==> config.mk <==
export PLATFORM = sky130hd
export DESIGN_NAME = uart_fmt_baud
export DESIGN_NICKNAME = d
export VERILOG_FILES = /design/src/rtl/uart_fmt_pkg.sv /design/src/rtl/uart_fmt_decode.sv /design/src/rtl/uart_fmt_regs.sv /design/src/rtl/uart_baud_gen.sv /design/src/rtl/uart_fmt_baud.sv
export SDC_FILE = /design/constraint.sdc
export NUM_CORES = 1
export LEC_CHECK = 0
export CAP_MARGIN = 5
export CORE_UTILIZATION = 69
export DETAILED_ROUTE_END_ITERATION = 10
export DONT_BUFFER_PORTS = 1
export PLACE_DENSITY = 0.85
export SETUP_SLACK_MARGIN = 0.05
export SLEW_MARGIN = 20
export SYNTH_ARGS = -nofsm -noshare
export SYNTH_HDL_FRONTEND = slang
export SYNTH_SLANG_ARGS = --single-unit
==> constraint.sdc <==
create_clock -name clk_i -period 7.9 [get_ports clk_i]
set_input_delay 0.395 -clock clk_i [delete_from_list [all_inputs] [get_ports clk_i]]
set_output_delay 0.395 -clock clk_i [all_outputs]
set_load 0.01 [all_outputs]
==> src/rtl/uart_fmt_pkg.sv <==
package uart_fmt_pkg;
  localparam int LINE_W    = 8;
  localparam int LC_STOP   = 2;
  localparam int LC_EVEN   = 3;
  localparam int LC_PAR    = 5;
  localparam int MIN_DATA  = 5;

  typedef enum logic [1:0] {
    ADDR_LINE = 2'd0,
    ADDR_DIV  = 2'd1,
    ADDR_FRAC = 2'd2,
    ADDR_RSVD = 2'd3
  } reg_addr_e;

  typedef struct packed {
    logic [3:0] data_bits;
    logic [1:0] stop_bits;
    logic       par_en;
    logic       par_even;
    logic [3:0] frame_len;
  } line_fmt_t;

  localparam line_fmt_t FMT_RESET = '{data_bits: 4'd5, stop_bits: 2'd1,
                                      par_en: 1'b0, par_even: 1'b0,
                                      frame_len: 4'd7};
endpackage

==> src/rtl/uart_fmt_decode.sv <==
module uart_fmt_decode
  import uart_fmt_pkg::*;
(
  input  logic [LINE_W-1:0] line_i,
  output line_fmt_t         fmt_o
);
  always_comb begin
    fmt_o.data_bits = 4'(line_i[1:0]) + 4'(MIN_DATA);
    fmt_o.stop_bits = line_i[LC_STOP] ? 2'd2 : 2'd1;
    fmt_o.par_en    = line_i[LC_PAR];
    fmt_o.par_even  = line_i[LC_PAR] & line_i[LC_EVEN];
    fmt_o.frame_len = 4'd1 + fmt_o.data_bits + 4'(fmt_o.par_en) + 4'(fmt_o.stop_bits);
  end
endmodule

==> src/rtl/uart_fmt_regs.sv <==
module uart_fmt_regs
  import uart_fmt_pkg::*;
#(
  parameter int DATA_W = 16,
  parameter int DIV_W  = 16,
  parameter int FRAC_W = 3
) (
  input  logic              clk_i,
  input  logic              rst_ni,
  input  logic              wr_en_i,
  input  logic [1:0]        wr_addr_i,
  input  logic [DATA_W-1:0] wr_data_i,
  output logic [DIV_W-1:0]  div_n_o,
  output logic [FRAC_W-1:0] frac_n_o,
  output line_fmt_t         fmt_o
);
  logic [LINE_W-1:0] line_q, line_n;
  logic [DIV_W-1:0]  div_q;
  logic [FRAC_W-1:0] frac_q;
  line_fmt_t         fmt_q, fmt_dec;

  // next-state register values, visible to the tick generator on the write edge
  always_comb begin
    line_n   = line_q;
    div_n_o  = div_q;
    frac_n_o = frac_q;
    if (wr_en_i) begin
      unique case (reg_addr_e'(wr_addr_i))
        ADDR_LINE: line_n   = wr_data_i[LINE_W-1:0];
        ADDR_DIV:  div_n_o  = wr_data_i[DIV_W-1:0];
        ADDR_FRAC: frac_n_o = wr_data_i[FRAC_W-1:0];
        default:   ;
      endcase
    end
  end

  uart_fmt_decode u_dec (
    .line_i (line_n),
    .fmt_o  (fmt_dec)
  );

  always_ff @(posedge clk_i or negedge rst_ni) begin
    if (!rst_ni) begin
      line_q <= '0;
      div_q  <= '0;
      frac_q <= '0;
      fmt_q  <= FMT_RESET;
    end else begin
      line_q <= line_n;
      div_q  <= div_n_o;
      frac_q <= frac_n_o;
      if (wr_en_i && div_n_o != '0) fmt_q <= fmt_dec;
    end
  end

  assign fmt_o = fmt_q;

  a_r6_fmt_frozen: assert property (@(posedge clk_i) disable iff (!rst_ni)
    (div_n_o == '0) |=> $stable(fmt_q));
  a_r1_data_range: assert property (@(posedge clk_i) disable iff (!rst_ni)
    (fmt_q.data_bits >= 4'd5 && fmt_q.data_bits <= 4'd8));
  a_r7_rsvd_ignored: assert property (@(posedge clk_i) disable iff (!rst_ni)
    (wr_en_i && wr_addr_i == 2'd3) |=> $stable(fmt_q));
endmodule

==> src/rtl/uart_baud_gen.sv <==
module uart_baud_gen #(
  parameter int DIV_W  = 16,
  parameter int FRAC_W = 3,
  localparam int PER_W = DIV_W + 5
) (
  input  logic              clk_i,
  input  logic              rst_ni,
  input  logic [DIV_W-1:0]  div_i,
  input  logic [FRAC_W-1:0] frac_i,
  output logic              tick_o
);
  logic [PER_W-1:0] per_q, per_new, cnt_q;
  logic             run, term;

  assign per_new = {div_i, 4'b0000} + PER_W'(frac_i) + PER_W'(16);
  assign run     = (per_q != '0);
  assign term    = run && (cnt_q == per_q - PER_W'(1));

  always_ff @(posedge clk_i or negedge rst_ni) begin
    if (!rst_ni) begin
      per_q <= '0;
      cnt_q <= '0;
    end else if (div_i == '0) begin
      per_q <= '0;
      cnt_q <= '0;
    end else if (!run || term) begin
      per_q <= per_new;  // start or reload only at terminal count
      cnt_q <= '0;
    end else begin
      cnt_q <= cnt_q + PER_W'(1);
    end
  end

  assign tick_o = term;

  a_r5_single_pulse: assert property (@(posedge clk_i) disable iff (!rst_ni)
    tick_o |=> !tick_o);
  a_r6_halt_no_tick: assert property (@(posedge clk_i) disable iff (!rst_ni)
    (div_i == '0) |=> !tick_o);
  a_r8_cnt_bound: assert property (@(posedge clk_i) disable iff (!rst_ni)
    run |-> (cnt_q < per_q));
  a_r8_period_hold: assert property (@(posedge clk_i) disable iff (!rst_ni)
    (run && !tick_o && div_i != '0) |=> $stable(per_q));
endmodule

==> src/rtl/uart_fmt_baud.sv <==
module uart_fmt_baud
  import uart_fmt_pkg::*;
#(
  parameter int DATA_W = 16,
  parameter int DIV_W  = 16,
  parameter int FRAC_W = 3
) (
  input  logic              clk_i,
  input  logic              rst_ni,
  input  logic              wr_en_i,
  input  logic [1:0]        wr_addr_i,
  input  logic [DATA_W-1:0] wr_data_i,
  output logic [3:0]        data_bits_o,
  output logic [1:0]        stop_bits_o,
  output logic              parity_en_o,
  output logic              parity_even_o,
  output logic [3:0]        frame_len_o,
  output logic              tick_o
);
  logic [DIV_W-1:0]  div_n;
  logic [FRAC_W-1:0] frac_n;
  line_fmt_t         fmt;

  uart_fmt_regs #(.DATA_W(DATA_W), .DIV_W(DIV_W), .FRAC_W(FRAC_W)) u_regs (
    .clk_i     (clk_i),
    .rst_ni    (rst_ni),
    .wr_en_i   (wr_en_i),
    .wr_addr_i (wr_addr_i),
    .wr_data_i (wr_data_i),
    .div_n_o   (div_n),
    .frac_n_o  (frac_n),
    .fmt_o     (fmt)
  );

  uart_baud_gen #(.DIV_W(DIV_W), .FRAC_W(FRAC_W)) u_baud (
    .clk_i  (clk_i),
    .rst_ni (rst_ni),
    .div_i  (div_n),
    .frac_i (frac_n),
    .tick_o (tick_o)
  );

  assign data_bits_o   = fmt.data_bits;
  assign stop_bits_o   = fmt.stop_bits;
  assign parity_en_o   = fmt.par_en;
  assign parity_even_o = fmt.par_even;
  assign frame_len_o   = fmt.frame_len;

  a_r4_frame_sum: assert property (@(posedge clk_i) disable iff (!rst_ni)
    frame_len_o == 4'd1 + data_bits_o + 4'(parity_en_o) + 4'(stop_bits_o));
  a_r3_even_needs_par: assert property (@(posedge clk_i) disable iff (!rst_ni)
    parity_even_o |-> parity_en_o);
endmodule

==> metrics.json, run 1 <==
{
  "initial_utilization": {"value": 71.6, "unit": "%"},
  "dieWidth": {"value": 83.4, "unit": "um"},
  "ys_seq_elements": {"value": 77},
  "drt_iter0_markers": {"value": 151},
  "synthArstFlopShare": {"value": 100, "unit": "%"},
  "worst_path_arrival": {"value": 3.06, "unit": "ns"},
  "outcome": {"value": "finished clean"},
  "synth_area_per_cell": {"value": 10.1, "unit": "um2"},
  "power.switching": {"value": 0.000607, "unit": "W"},
  "syn_warnings": {"value": 0},
  "critical_path_peak_fanout": {"value": 6},
  "finalMaxSlewViolations": {"value": 0},
  "cts.sink_count": {"value": 77},
  "clock_tree_from_tritoncts": {"value": "yes"},
  "track_usage": {"value": 28.9, "unit": "%"},
  "globalRouteOverflowTotal": {"value": 0},
  "maxSlewHeadroom": {"value": 37.5, "unit": "%"},
  "synth_ff_type": {"value": "dfrtp_1"},
  "clk_pin_slew_worst_paths": {"value": 0.09, "unit": "ns"},
  "htreeDepth": {"value": 3},
  "rr_endpoint": {"value": "u_baud.per_q[8]"},
  "vias": {"value": 3271},
  "final.setup.tns": {"value": 0, "unit": "ns"},
  "cellInternalPower": {"value": 0.000958, "unit": "W"},
  "core_region_area": {"value": 6390, "unit": "um2"},
  "antenna_found_initial": {"value": 0},
  "mapped_area": {"value": 4570, "unit": "um2"},
  "io_pins": {"value": 34},
  "die_y": {"value": 83.4, "unit": "um"},
  "fin_nets": {"value": 493},
  "syn-instance-count": {"value": 455},
  "cts-root-buf": {"value": "clkbuf_8"},
  "clock-skew-final": {"value": 0.0173, "unit": "ns"},
  "worstHoldPathType": {"value": "in2reg"},
  "cts_post_setup_buffers_inserted": {"value": 0},
  "drt_pre_antenna_iters": {"value": 4},
  "cts_resized": {"value": 0},
  "synthDominantAreaCellType": {"value": "dfrtp_1"},
  "total_setup_violations_reported_at_the_end_of_the_flow": {"value": 0},
  "max-clock-path-buffers": {"value": 2},
  "final.min_clock_period": {"value": 3.46, "unit": "ns"},
  "power.share.sequential": {"value": 39.0, "unit": "%"},
  "n_antenna_cell": {"value": 0},
  "numCtsBuffers": {"value": 9},
  "period_utilization": {"value": 43.8, "unit": "%"},
  "synthTopCellsByArea": {"value": "dfrtp_1 (39%), mux2i_1 (7.0%), xnor2_1 (6.7%), xor2_1 (5.0%), nor2_1 (3.9%)"},
  "detail_route.vias_per_cell": {"value": 6.06},
  "synth_largest_type_area_fraction": {"value": 38.9, "unit": "%"},
  "critPathCapture": {"value": "tick_o"},
  "post_synth_num_cell_types": {"value": 52},
  "worst-r2r-setup-slack": {"value": 4.45, "unit": "ns"},
  "clock_power_share": {"value": 21.1, "unit": "%"},
  "route.detailed.drc": {"value": 0},
  "global_placement_routability_congestion": {"value": 0.960},
  "grt_setup_unrepaired": {"value": "no"},
  "number_of_hold_violations_in_the_final_report": {"value": 0},
  "maxCapViolCount": {"value": 0},
  "power.share.switching": {"value": 38.8, "unit": "%"},
  "mappedNetlistNets": {"value": 490},
  "hold_bufs_at_cts": {"value": 2},
  "areaGrowthSynthToFinish": {"value": 6.89, "unit": "%"},
  "pwr_density_cell": {"value": 320, "unit": "nW/um2"},
  "maximum_number_of_pins_on_one_net_before_global_route_repair": {"value": 78},
  "worstReg2RegStart": {"value": "u_baud.per_q[0]"},
  "clock.fmax": {"value": 289, "unit": "MHz"},
  "synth_edf_count": {"value": 0},
  "seq_area_frac_synth": {"value": 42.3, "unit": "%"},
  "rr_worst_depth": {"value": 11},
  "whs": {"value": 0.202, "unit": "ns"},
  "sum_of_internal_switching_and_leakage_power": {"value": 0.00157, "unit": "W"},
  "detailedPlacementHpwl": {"value": 6600, "unit": "um"},
  "postRouteWirelength": {"value": 9300, "unit": "um"},
  "critPathKind": {"value": "reg2out"},
  "max_slew.worst_pin.slew": {"value": 0.936, "unit": "ns"},
  "number_of_i_o_port_buffers": {"value": 0},
  "cp-startpoint": {"value": "u_baud.per_q[0]"},
  "detail_route.wl_per_cell": {"value": 17.2, "unit": "um"},
  "startpoint_class_of_the_critical_path": {"value": "flop"},
  "clock_insertion_delay_worst_skew": {"value": 0.36, "unit": "ns"},
  "timing.critical_path.to_type": {"value": "output pin"},
  "die_area": {"value": 6960, "unit": "um2"},
  "post_route_cells_drive_above_1_share": {"value": 11.2, "unit": "%"},
  "worst_vdd_ir": {"value": 209, "unit": "uV"},
  "static-leakage-power": {"value": 2.24, "unit": "nW"},
  "pwr-share-comb": {"value": 39.9, "unit": "%"},
  "grt_pass1_vias": {"value": 3360},
  "wire_length_of_the_first_global_routing_pass": {"value": 15800, "unit": "um"},
  "route.antenna.remaining_nets": {"value": 0},
  "placementRows": {"value": 29},
  "cp.required": {"value": 7.51, "unit": "ns"}
}
[per-layer routing]
layer  vias to the layer above  GRT usage (%)  share of wire [%]
met5                         -              0                  0
met4                         0           12.9                2.5
li1                       1582              -                  -
met1                      1613           36.1                 44
met2                        54           49.5                 50
met3                        22           4.87                3.3
[logic make-up after synthesis]
family,count (synthesis),synth area share (%)
adder cells (fa/ha/maj),14,4.16
multiplexers,50,11.4
flip-flops,77,42.3
AND/OR/NAND/NOR,177,20.8
buffers and inverters,37,3.47
AO/OA/AOI/OAI,39,6.18
XOR/XNOR,61,11.7
[cell usage in the layout (no fill, tap or decap), types with 4 or more instances in the layout]
| master | synthesis | routed |
|---|---|---|
| and3_1 | 10 | 10 |
| nand4_1 | 13 | 13 |
| mux2_1 | 4 | 4 |
| dfstp_2 | 6 | 6 |
| ha_1 | 12 | 12 |
| xnor2_1 | 35 | 35 |
| o211ai_1 | 4 | 4 |
| nor4_1 | 7 | 7 |
| nor3_1 | 11 | 11 |
| and4_1 | 6 | 6 |
| nand3_1 | 13 | 13 |
| nand2_1 | 41 | 41 |
| nor2_1 | 48 | 48 |
| a21oi_1 | 6 | 6 |
| dfrtp_1 | 71 | 71 |
| o21ai_0 | 13 | 13 |
| inv_1 | 24 | 24 |
| and2_1 | 4 | 4 |
| mux2i_1 | 32 | 32 |
| clkbuf_8 | 0 | 9 |
| xor2_1 | 26 | 26 |
| mux2_2 | 14 | 14 |
[power groups by stage]
stage	clock, W	combinational, W	sequential, W
2_1_floorplan	0	0.000531	0.000576
3_3_place_gp	0	0.000583	0.000611
3_5_place_dp	0	0.000605	0.000616
4_1_cts	0.000336	0.000621	0.000609
5_1_grt	0.000349	0.000697	0.000623
6_report	0.000331	0.000624	0.000611
[Yosys cell counts (4+ instances only)]
cell	instances
a21oi_1	6
and2_1	4
and3_1	10
and4_1	6
buf_2	4
clkbuf_1	5
dfrtp_1	71
dfstp_2	6
ha_1	12
inv_1	24
mux2_1	4
mux2_2	14
mux2i_1	32
nand2_1	41
nand3_1	13
nand4_1	13
nor2_1	48
nor3_1	11
nor4_1	7
o211ai_1	4
o21ai_0	13
xnor2_1	35
xor2_1	26
[how the worst min path moves through the flow]
stage / depth (start not counted) / slack, ns / from / end
after floorplan: 0 / 0.1 / rst_ni / u_baud.cnt_q[0]
after global placement: 0 / 0.10 / rst_ni / u_regs.div_q[11]
after detailed placement: 0 / 0.10 / rst_ni / u_regs.div_q[12]
after CTS: 1 / 0.19 / wr_data_i[3] / u_regs.line_q[3]
after global routing: 1 / 0.19 / wr_data_i[3] / u_regs.line_q[3]
final: 1 / 0.20 / wr_data_i[3] / u_regs.line_q[3]
[registers in the layout (all words and copies together) (netlist names)]
name	flops
u_baud.cnt_q	21
u_baud.per_q	20
u_regs.div_q	16
u_regs.fmt_o	12
u_regs.frac_q	3
u_regs.line_q	5
[critical path: stages, from the launching register on]
cell and delay (ns):
dfrtp_1 0.46, inv_1 0.09, ha_1 0.24, ha_1 0.29, xnor2_1 0.13, nor3_1 0.17
nand4_1 0.18, nor4_4 0.33, o211ai_2 0.18, o21bai_1 0.24, nor3_1 0.40
[stage by stage]
step                      instances  area (um2)  worst slack, ns  utilization, %
after floorplan                 455        4570             4.83               -
after global placement          522        4620             4.29            72.3
after detailed placement        522        4620             4.21            72.3
after CTS                       540        4880             4.19            76.4
after global routing            540        4890             4.19            76.5
final                           540        4890             4.44            76.5
[area by class of cell]
cell class | count | area, um2
well taps | 77 | 96.3
inverters | 25 | 93.8
fillers | 433 | 1500
clock inverters | 6 | 95.1
flip-flops and latches | 77 | 1930
clock buffers | 10 | 128
repair buffers | 4 | 52.6
multi-input cells | 341 | 2490
No activity file was read; power rests on OpenSTA's default activity.
==> run 2: changes to the inputs <==
--- a/config.mk
+++ b/config.mk
@@ -6,10 +6,10 @@
 export NUM_CORES = 1
 export LEC_CHECK = 0
 export CAP_MARGIN = 5
-export CORE_UTILIZATION = 69
+export CORE_UTILIZATION = 64
 export DETAILED_ROUTE_END_ITERATION = 10
 export DONT_BUFFER_PORTS = 1
-export PLACE_DENSITY = 0.85
+export PLACE_DENSITY = 0.8
 export SETUP_SLACK_MARGIN = 0.05
 export SLEW_MARGIN = 20
 export SYNTH_ARGS = -nofsm -noshare
==> constraint.sdc (replaced) <==
create_clock -name clk_i -period 3.2 [get_ports clk_i]
set_input_delay 0.16 -clock clk_i [delete_from_list [all_inputs] [get_ports clk_i]]
set_output_delay 0.16 -clock clk_i [all_outputs]
set_load 0.01 [all_outputs]
==> run 2 against run 1 <==
Net effect:
- critical path depth down 1
- die area up 7.6%
- hold slack worse by 0.20 ns
- first-iteration DRC count up 56%
- combinational power rose to 2.8 times the previous value
- sequential share of layout area down 1.9 points
- via count up 5.4%
- utilization down 1.4 points
- sequential power rose to 2.5 times the previous value
- critical endpoint is now u_baud.per_q[15]
==> metrics.json, run 2 (synthesized netlist as in run 1, its figures left out) <==
{
  "route.detailed.drc": {"value": 0, "change": "unchanged"},
  "final_util": {"value": 75.1, "unit": "%", "change": "-1.4 points"},
  "pwr_density_cell": {"value": 801, "unit": "nW/um2", "change": "+150%"},
  "global_placement_routability_congestion": {"value": 0.878, "change": "-8.5%"},
  "globalRouteOverflowTotal": {"value": 0, "change": "unchanged"},
  "layout.cells.most_common": {"value": "dfrtp_1"},
  "areaGrowthSynthToFinish": {"value": 12.3, "unit": "%"},
  "htreeDepth": {"value": 3, "change": "unchanged"},
  "period_utilization": {"value": 95.9, "unit": "%"},
  "n_antenna_cell": {"value": 0, "change": "unchanged"},
  "power.share.switching": {"value": 39.8, "unit": "%", "change": "+0.96 points"},
  "cp-startpoint": {"value": "u_baud.per_q[4]"},
  "finalMaxSlewViolations": {"value": 0, "change": "unchanged"},
  "maximum_number_of_pins_on_one_net_before_global_route_repair": {"value": 78, "change": "unchanged"},
  "startpoint_class_of_the_critical_path": {"value": "flop"},
  "number_of_hold_violations_in_the_final_report": {"value": 0, "change": "unchanged"},
  "cp.required": {"value": 3.43, "unit": "ns", "change": "-4.08 ns"},
  "fin_nets": {"value": 509, "change": "+3.2%"},
  "route.antenna.remaining_nets": {"value": 0, "change": "unchanged"},
  "worstReg2RegStart": {"value": "u_baud.per_q[4]"},
  "power.share.sequential": {"value": 37.2, "unit": "%", "change": "-1.8 points"},
  "cts-root-buf": {"value": "clkbuf_8"},
  "total_setup_violations_reported_at_the_end_of_the_flow": {"value": 0, "change": "unchanged"},
  "antenna_found_initial": {"value": 0, "change": "unchanged"},
  "critPathKind": {"value": "reg2reg"},
  "biggestRegsByFlops": {"value": "u_baud.cnt_q (21), u_baud.per_q (20), u_regs.div_q (16)"},
  "outcome": {"value": "finished clean"},
  "clock_tree_from_tritoncts": {"value": "yes"},
  "vias": {"value": 3447, "change": "+5.4%"},
  "largest_reg_flops": {"value": 21, "change": "unchanged"},
  "detailedPlacementHpwl": {"value": 6880, "unit": "um", "change": "+4.2%"},
  "clock.fmax": {"value": 326, "unit": "MHz"},
  "track_usage": {"value": 29.5, "unit": "%", "change": "+0.61 points"},
  "mostFrequentLayoutCells": {"value": "dfrtp_1 (70), nor2_1 (48), nand2_1 (41)"},
  "worst_path_arrival": {"value": 3.30, "unit": "ns", "change": "+0.24 ns"},
  "register_area": {"value": 1940, "unit": "um2", "change": "about the same"},
  "hold_depth": {"value": 1, "change": "unchanged"},
  "critical_path_peak_fanout": {"value": 8, "change": "+2"},
  "timing.critical_path.to_type": {"value": "flop"},
  "worstHoldPathType": {"value": "in2reg"},
  "clock_insertion_delay_worst_skew": {"value": 0.37, "unit": "ns", "change": "about the same"},
  "clock-skew-final": {"value": 0.0113, "unit": "ns", "change": "-0.00597 ns"},
  "wire_length_of_the_first_global_routing_pass": {"value": 16900, "unit": "um", "change": "+6.6%"},
  "grt_pass1_vias": {"value": 3512, "change": "+4.5%"},
  "maxSlewHeadroom": {"value": 61.8, "unit": "%", "change": "+24 points"},
  "pwr-share-comb": {"value": 41.8, "unit": "%", "change": "+1.9 points"},
  "timing.hold.worst_endpoint": {"value": "u_regs.div_q[11]"},
  "die_y": {"value": 86.5, "unit": "um", "change": "+3.7%"},
  "number_of_i_o_port_buffers": {"value": 0, "change": "unchanged"},
  "placementRows": {"value": 30, "change": "+3.4%"},
  "final.min_clock_period": {"value": 3.07, "unit": "ns"},
  "initial_utilization": {"value": 66.9, "unit": "%", "change": "-4.7 points"},
  "max_slew.worst_pin.slew": {"value": 0.573, "unit": "ns", "change": "-0.363 ns"},
  "worst_vdd_ir": {"value": 389, "unit": "uV", "change": "+86%"},
  "maxCapViolCount": {"value": 0, "change": "unchanged"},
  "numCtsBuffers": {"value": 9, "change": "unchanged"},
  "detail_route.wl_per_cell": {"value": 17.7, "unit": "um", "change": "+2.5%"},
  "detail_route.vias_per_cell": {"value": 5.99, "change": "-1.0%"},
  "cellInternalPower": {"value": 0.00248, "unit": "W", "change": "+160%"},
  "worstHoldStart": {"value": "wr_data_i[11]"},
  "sum_of_internal_switching_and_leakage_power": {"value": 0.00411, "unit": "W", "change": "+160%"},
  "dieWidth": {"value": 86.5, "unit": "um", "change": "+3.7%"},
  "clk_pin_slew_worst_paths": {"value": 0.09, "unit": "ns", "change": "about the same"},
  "max-clock-path-buffers": {"value": 2, "change": "unchanged"},
  "post_route_cells_drive_above_1_share": {"value": 14.8, "unit": "%", "change": "+3.6 points"},
  "worst-r2r-setup-slack": {"value": 0.13, "unit": "ns", "change": "-4.32 ns"},
  "combined_area_of_the_multi_input_logic_cells": {"value": 2540, "unit": "um2", "change": "+2.1%"},
  "rr_worst_depth": {"value": 9, "change": "-2"},
  "power.switching": {"value": 0.00163, "unit": "W", "change": "+170%"},
  "clock_power_share": {"value": 21.0, "unit": "%", "change": "about the same"},
  "die_area": {"value": 7490, "unit": "um2", "change": "+7.6%"},
  "drt_iter0_markers": {"value": 236, "change": "+56%"},
  "largest_register": {"value": "u_baud.cnt_q"},
  "rr_endpoint": {"value": "u_baud.per_q[15]"},
  "cts.sink_count": {"value": 77, "change": "unchanged"},
  "core_region_area": {"value": 6830, "unit": "um2", "change": "+7.0%"},
  "layout.filler_cells": {"value": 467, "change": "+7.9%"},
  "drt_pre_antenna_iters": {"value": 4, "change": "unchanged"},
  "io_pins": {"value": 34, "change": "unchanged"},
  "postRouteWirelength": {"value": 10200, "unit": "um", "change": "+9.2%"},
  "static-leakage-power": {"value": 2.36, "unit": "nW", "change": "+5.4%"}
}
[run 2: final cells by class]
class,instances,area share (%)
clock inverters,6,1.78
repair buffers,20,4.19
well taps,96,2.34
clock buffers,10,2.68
inverters,25,1.83
multi-input cells,341,49.5
flip-flops and latches,77,37.7
[run 2: worst max path at each step]
| stage | end | slack (ns) |
|---|---|---|
| after CTS | u_baud.cnt_q[13] | 0.07 |
| after detailed placement | u_baud.cnt_q[11] | 0.11 |
| after global routing | u_baud.per_q[15] | -0.003 |
| final | u_baud.per_q[15] | 0.13 |
| after global placement | u_baud.cnt_q[12] | 0.20 |
| after floorplan | u_baud.per_q[10] | 0.13 |
[run 2: per-layer routing]
layer  vias up  GRT usage, %  wire (um)
met5         -             0          0
li1       1609             -          -
met4         0          13.0        252
met3        25          5.05        493
met1      1707          37.8       4350
met2       106          49.5       5060
[run 2: power groups by stage]
stage | Sequential [W] | Clock (W) | Combinational (W)
final | 0.00153 | 0.000863 | 0.00172
after global routing | 0.00157 | 0.000910 | 0.00189
after CTS | 0.00151 | 0.000869 | 0.00163
after detailed placement | 0.00152 | 0 | 0.00158
after global placement | 0.00152 | 0 | 0.00151
after floorplan | 0.00142 | 0 | 0.00131
[run 2: critical path, stage by stage, from the launching register on]
cell and delay [ns]:
dfrtp_1 0.53, or4_4 0.59, nor3_1 0.14, o21ai_0 0.15, a21oi_1 0.29, o21bai_1 0.21
o41ai_4 0.50, buf_12 0.19, mux2i_2 0.24, nor2_1 0.07
[run 2: timing repair]
item	CTS	global route
setup buffers	0	3
hold endpoints to repair	87	0
resized for setup	1	11
hold buffers	7	0
endpoints found under the setup margin	1	42
pin swaps	0	6
cloned	0	1
[run 2: stage by stage]
step           TNS [ns]  std cells  instance area, um2  setup slack (ns)  hold slack, ns
3_5_place_dp          0        548                4710             0.112          -0.134
4_1_cts               0        571                5030            0.0664         0.00236
6_report              0        575                5130             0.131         0.00461
3_3_place_gp          0        548                4710             0.198          -0.134
5_1_grt        -0.00266        575                5130          -0.00266          0.0124
2_1_floorplan         0        455                4570             0.129          -0.136
==> run 3: changes to the inputs <==
--- a/config.mk
+++ b/config.mk
@@ -6,10 +6,11 @@
 export NUM_CORES = 1
 export LEC_CHECK = 0
 export CAP_MARGIN = 5
+export CORE_ASPECT_RATIO = 1.4
 export CORE_UTILIZATION = 64
 export DETAILED_ROUTE_END_ITERATION = 10
 export DONT_BUFFER_PORTS = 1
-export PLACE_DENSITY = 0.8
+export PLACE_DENSITY = 0.89
 export SETUP_SLACK_MARGIN = 0.05
 export SLEW_MARGIN = 20
 export SYNTH_ARGS = -nofsm -noshare
==> run 3 against run 2 <==
Net effect:
- non-clock buffer count did not move
- sequential share of layout area rose by 0.35 points
- cell area fell by 0.97%
- hold slack improved by 0.014 ns
- die area barely moved
- sequential cell count did not move
==> metrics.json, run 3 (synthesized netlist as in run 1, its figures left out) <==
{
  "detailedPlacementHpwl": {"value": 7300, "unit": "um", "change": "+6.1%"},
  "worst_path_most_repeated_cell": {"value": "ha_1"},
  "route.detailed.drc": {"value": 0, "change": "unchanged"},
  "vias": {"value": 3485, "change": "+1.1%"},
  "worst_vdd_ir": {"value": 519, "unit": "uV", "change": "+33%"},
  "core_region_area": {"value": 6940, "unit": "um2", "change": "+1.5%"},
  "n_antenna_cell": {"value": 0, "change": "unchanged"},
  "cts.sink_count": {"value": 77, "change": "unchanged"},
  "htreeDepth": {"value": 3, "change": "unchanged"},
  "clock-skew-final": {"value": 0.0104, "unit": "ns", "change": "-0.000940 ns"},
  "maximum_number_of_pins_on_one_net_before_global_route_repair": {"value": 78, "change": "unchanged"},
  "post_route_cells_drive_above_1_share": {"value": 14.6, "unit": "%", "change": "-0.21 points"},
  "cellInternalPower": {"value": 0.00240, "unit": "W", "change": "-3.2%"},
  "areaGrowthSynthToFinish": {"value": 11.2, "unit": "%"},
  "grt_pass1_vias": {"value": 3496, "change": "-0.46%"},
  "finalMaxSlewViolations": {"value": 0, "change": "unchanged"},
  "cts-root-buf": {"value": "clkbuf_8"},
  "track_usage": {"value": 30.4, "unit": "%", "change": "+0.82 points"},
  "numCtsBuffers": {"value": 9, "change": "unchanged"},
  "timing.critical_path.to_type": {"value": "flop"},
  "max_slew.worst_pin.slew": {"value": 0.646, "unit": "ns", "change": "+0.0729 ns"},
  "critPathKind": {"value": "reg2reg"},
  "power.share.switching": {"value": 41.0, "unit": "%", "change": "+1.2 points"},
  "maxSlewHeadroom": {"value": 56.6, "unit": "%", "change": "-5.2 points"},
  "number_of_hold_violations_in_the_final_report": {"value": 0, "change": "unchanged"},
  "dieWidth": {"value": 73.4, "unit": "um", "change": "-15%"},
  "maxCapViolCount": {"value": 0, "change": "unchanged"},
  "power.switching": {"value": 0.00166, "unit": "W", "change": "+1.7%"},
  "largest_register": {"value": "u_baud.cnt_q"},
  "clk_pin_slew_worst_paths": {"value": 0.09, "unit": "ns", "change": "about the same"},
  "globalRouteOverflowTotal": {"value": 0, "change": "unchanged"},
  "clock_insertion_delay_worst_skew": {"value": 0.37, "unit": "ns", "change": "about the same"},
  "critical_path.cell_chain": {"value": "inv_1, ha_1, ha_1, nor2b_4, nand3_1, xnor2_1, nor4_4, o211ai_2, o41ai_4, clkbuf_16, mux2i_1, nor2_1"},
  "clock.fmax": {"value": 327, "unit": "MHz", "change": "+0.28%"},
  "wire_length_of_the_first_global_routing_pass": {"value": 17100, "unit": "um", "change": "+1.1%"},
  "detail_route.vias_per_cell": {"value": 6.07, "change": "+1.3%"},
  "antenna_found_initial": {"value": 0, "change": "unchanged"},
  "cp.required": {"value": 3.43, "unit": "ns", "change": "about the same"},
  "pwr_density_cell": {"value": 799, "unit": "nW/um2", "change": "-0.25%"},
  "io_pins": {"value": 34, "change": "unchanged"},
  "pwr-share-comb": {"value": 43.5, "unit": "%", "change": "+1.7 points"},
  "clock_tree_from_tritoncts": {"value": "yes"},
  "outcome": {"value": "finished clean"},
  "power.share.sequential": {"value": 37.6, "unit": "%", "change": "+0.4 points"},
  "layout.filler_cells": {"value": 460, "change": "-1.5%"},
  "largest_reg_flops": {"value": 21, "change": "unchanged"},
  "cp_num_buf_inv": {"value": 2, "change": "+1"},
  "crit_family": {"value": "compound AO/OA/AOI/OAI gates"},
  "route.antenna.remaining_nets": {"value": 0, "change": "unchanged"},
  "final.min_clock_period": {"value": 3.06, "unit": "ns", "change": "-0.00862 ns"},
  "max-clock-path-buffers": {"value": 2, "change": "unchanged"},
  "initial_utilization": {"value": 65.9, "unit": "%", "change": "-1.0 points"},
  "postRouteWirelength": {"value": 10800, "unit": "um", "change": "+6.3%"},
  "grt_setup_unrepaired": {"value": "no"},
  "detail_route.wl_per_cell": {"value": 18.8, "unit": "um", "change": "+6.5%"},
  "detailedPlace.worstSlack": {"value": 0.0993, "unit": "ns", "change": "-0.0131 ns"},
  "die_y": {"value": 102, "unit": "um", "change": "+18%"},
  "number_of_i_o_port_buffers": {"value": 0, "change": "unchanged"},
  "final_critical_path_setup_slack": {"value": 0.139, "unit": "ns", "change": "+0.00862 ns"},
  "fin_nets": {"value": 509, "change": "unchanged"},
  "worst_path_arrival": {"value": 3.30, "unit": "ns", "change": "about the same"},
  "drt_pre_antenna_iters": {"value": 5, "change": "+1"},
  "static-leakage-power": {"value": 2.33, "unit": "nW", "change": "-1.5%"},
  "final.setup.tns": {"value": 0, "unit": "ns", "change": "unchanged"},
  "period_utilization": {"value": 95.7, "unit": "%", "change": "-0.27 points"},
  "biggestRegsByFlops": {"value": "u_baud.cnt_q (21), u_baud.per_q (20), u_regs.div_q (16)"},
  "critical_path_peak_fanout": {"value": 8, "change": "unchanged"},
  "placementRows": {"value": 36, "change": "+20%"},
  "worstHoldPathType": {"value": "in2reg"},
  "die_area": {"value": 7490, "unit": "um2", "change": "about the same"},
  "cpPeakStageDelay": {"value": 0.50, "unit": "ns", "change": "-0.09 ns"},
  "critical_path.slowest_cell": {"value": "o41ai_4"},
  "mostFrequentLayoutCells": {"value": "dfrtp_1 (71), nor2_1 (48), nand2_1 (41)"},
  "drt_iter0_markers": {"value": 216, "change": "-8.5%"},
  "total_setup_violations_reported_at_the_end_of_the_flow": {"value": 0, "change": "unchanged"},
  "global_placement_routability_congestion": {"value": 0.913, "change": "+4.0%"},
  "layout.cells.most_common": {"value": "dfrtp_1"},
  "clock_power_share": {"value": 18.8, "unit": "%", "change": "-2.2 points"},
  "startpoint_class_of_the_critical_path": {"value": "flop"}
}
run 3: path summary, 6_finish.rpt:
check / from / to / slack (ns) / cells after the start
max in group asynchronous: rst_ni / u_regs.fmt_o[6] / 2.53 / 2
min in group asynchronous: rst_ni / u_baud.cnt_q[17] / 0.32 / 2
max reg2reg: u_baud.per_q[1] / u_baud.per_q[14] / 0.14 / 12
min reg2reg: u_regs.fmt_o[0] / u_regs.fmt_o[0] / 0.50 / 2
min: wr_data_i[0] / u_regs.line_q[0] / 0.02 / 1
max: u_baud.per_q[1] / u_baud.per_q[14] / 0.14 / 12
run 3: area by class of cell:
type | count | area (um2) | share of cell area, %
multi-input combinational | 341 | 2510 | 49.4
sequential | 77 | 1930 | 38.1
timing repair buffer | 20 | 219 | 4.31
clock buffer | 9 | 124 | 2.44
tap | 95 | 119 | 2.34
inverter | 25 | 93.8 | 1.85
clock inverter | 7 | 80.1 | 1.58
run 3: power by group through the flow:
stage                     Combinational [W]  Sequential (W)  Clock (W)
after CTS                           0.00167         0.00151   0.000771
after global placement              0.00152         0.00151          0
after floorplan                     0.00131         0.00142          0
final                               0.00177         0.00153   0.000765
after global routing                0.00192         0.00156   0.000806
after detailed placement            0.00161         0.00152          0
run 3: routing by layer:
layer / up-vias / GRT usage [%] / wire [um]
met1: 1695 / 34.5 / 4050
li1: 1623 / - / -
met4: 0 / 14.6 / 384
met3: 32 / 5.82 / 508
met2: 135 / 54.1 / 5850
met5: - / 0 / 0
run 3: metrics by stage:
| step | std cells | instance area (um2) | util [%] | power, W | hold WS, ns |
|---|---|---|---|---|---|
| after global routing | 574 | 5080 | 73.3 | 0.00428 | 0.0141 |
| after detailed placement | 548 | 4710 | 68.0 | 0.00314 | -0.134 |
| after global placement | 548 | 4710 | 68.0 | 0.00303 | -0.134 |
| final | 574 | 5080 | 73.3 | 0.00406 | 0.0190 |
| after floorplan | 455 | 4570 | - | 0.00273 | -0.136 |
| after CTS | 571 | 5010 | 72.2 | 0.00395 | 0.00246 |
run 3: what timing repair did:
| item | CTS | global route |
|---|---|---|
| pin swaps | 0 | 6 |
| buffers inserted | 0 | 2 |
| cloned | 0 | 1 |
| hold buffers | 7 | 0 |
| resized for setup | 1 | 7 |
| endpoints found under the setup margin | 1 | 40 |
| hold endpoints to repair | 85 | 0 |
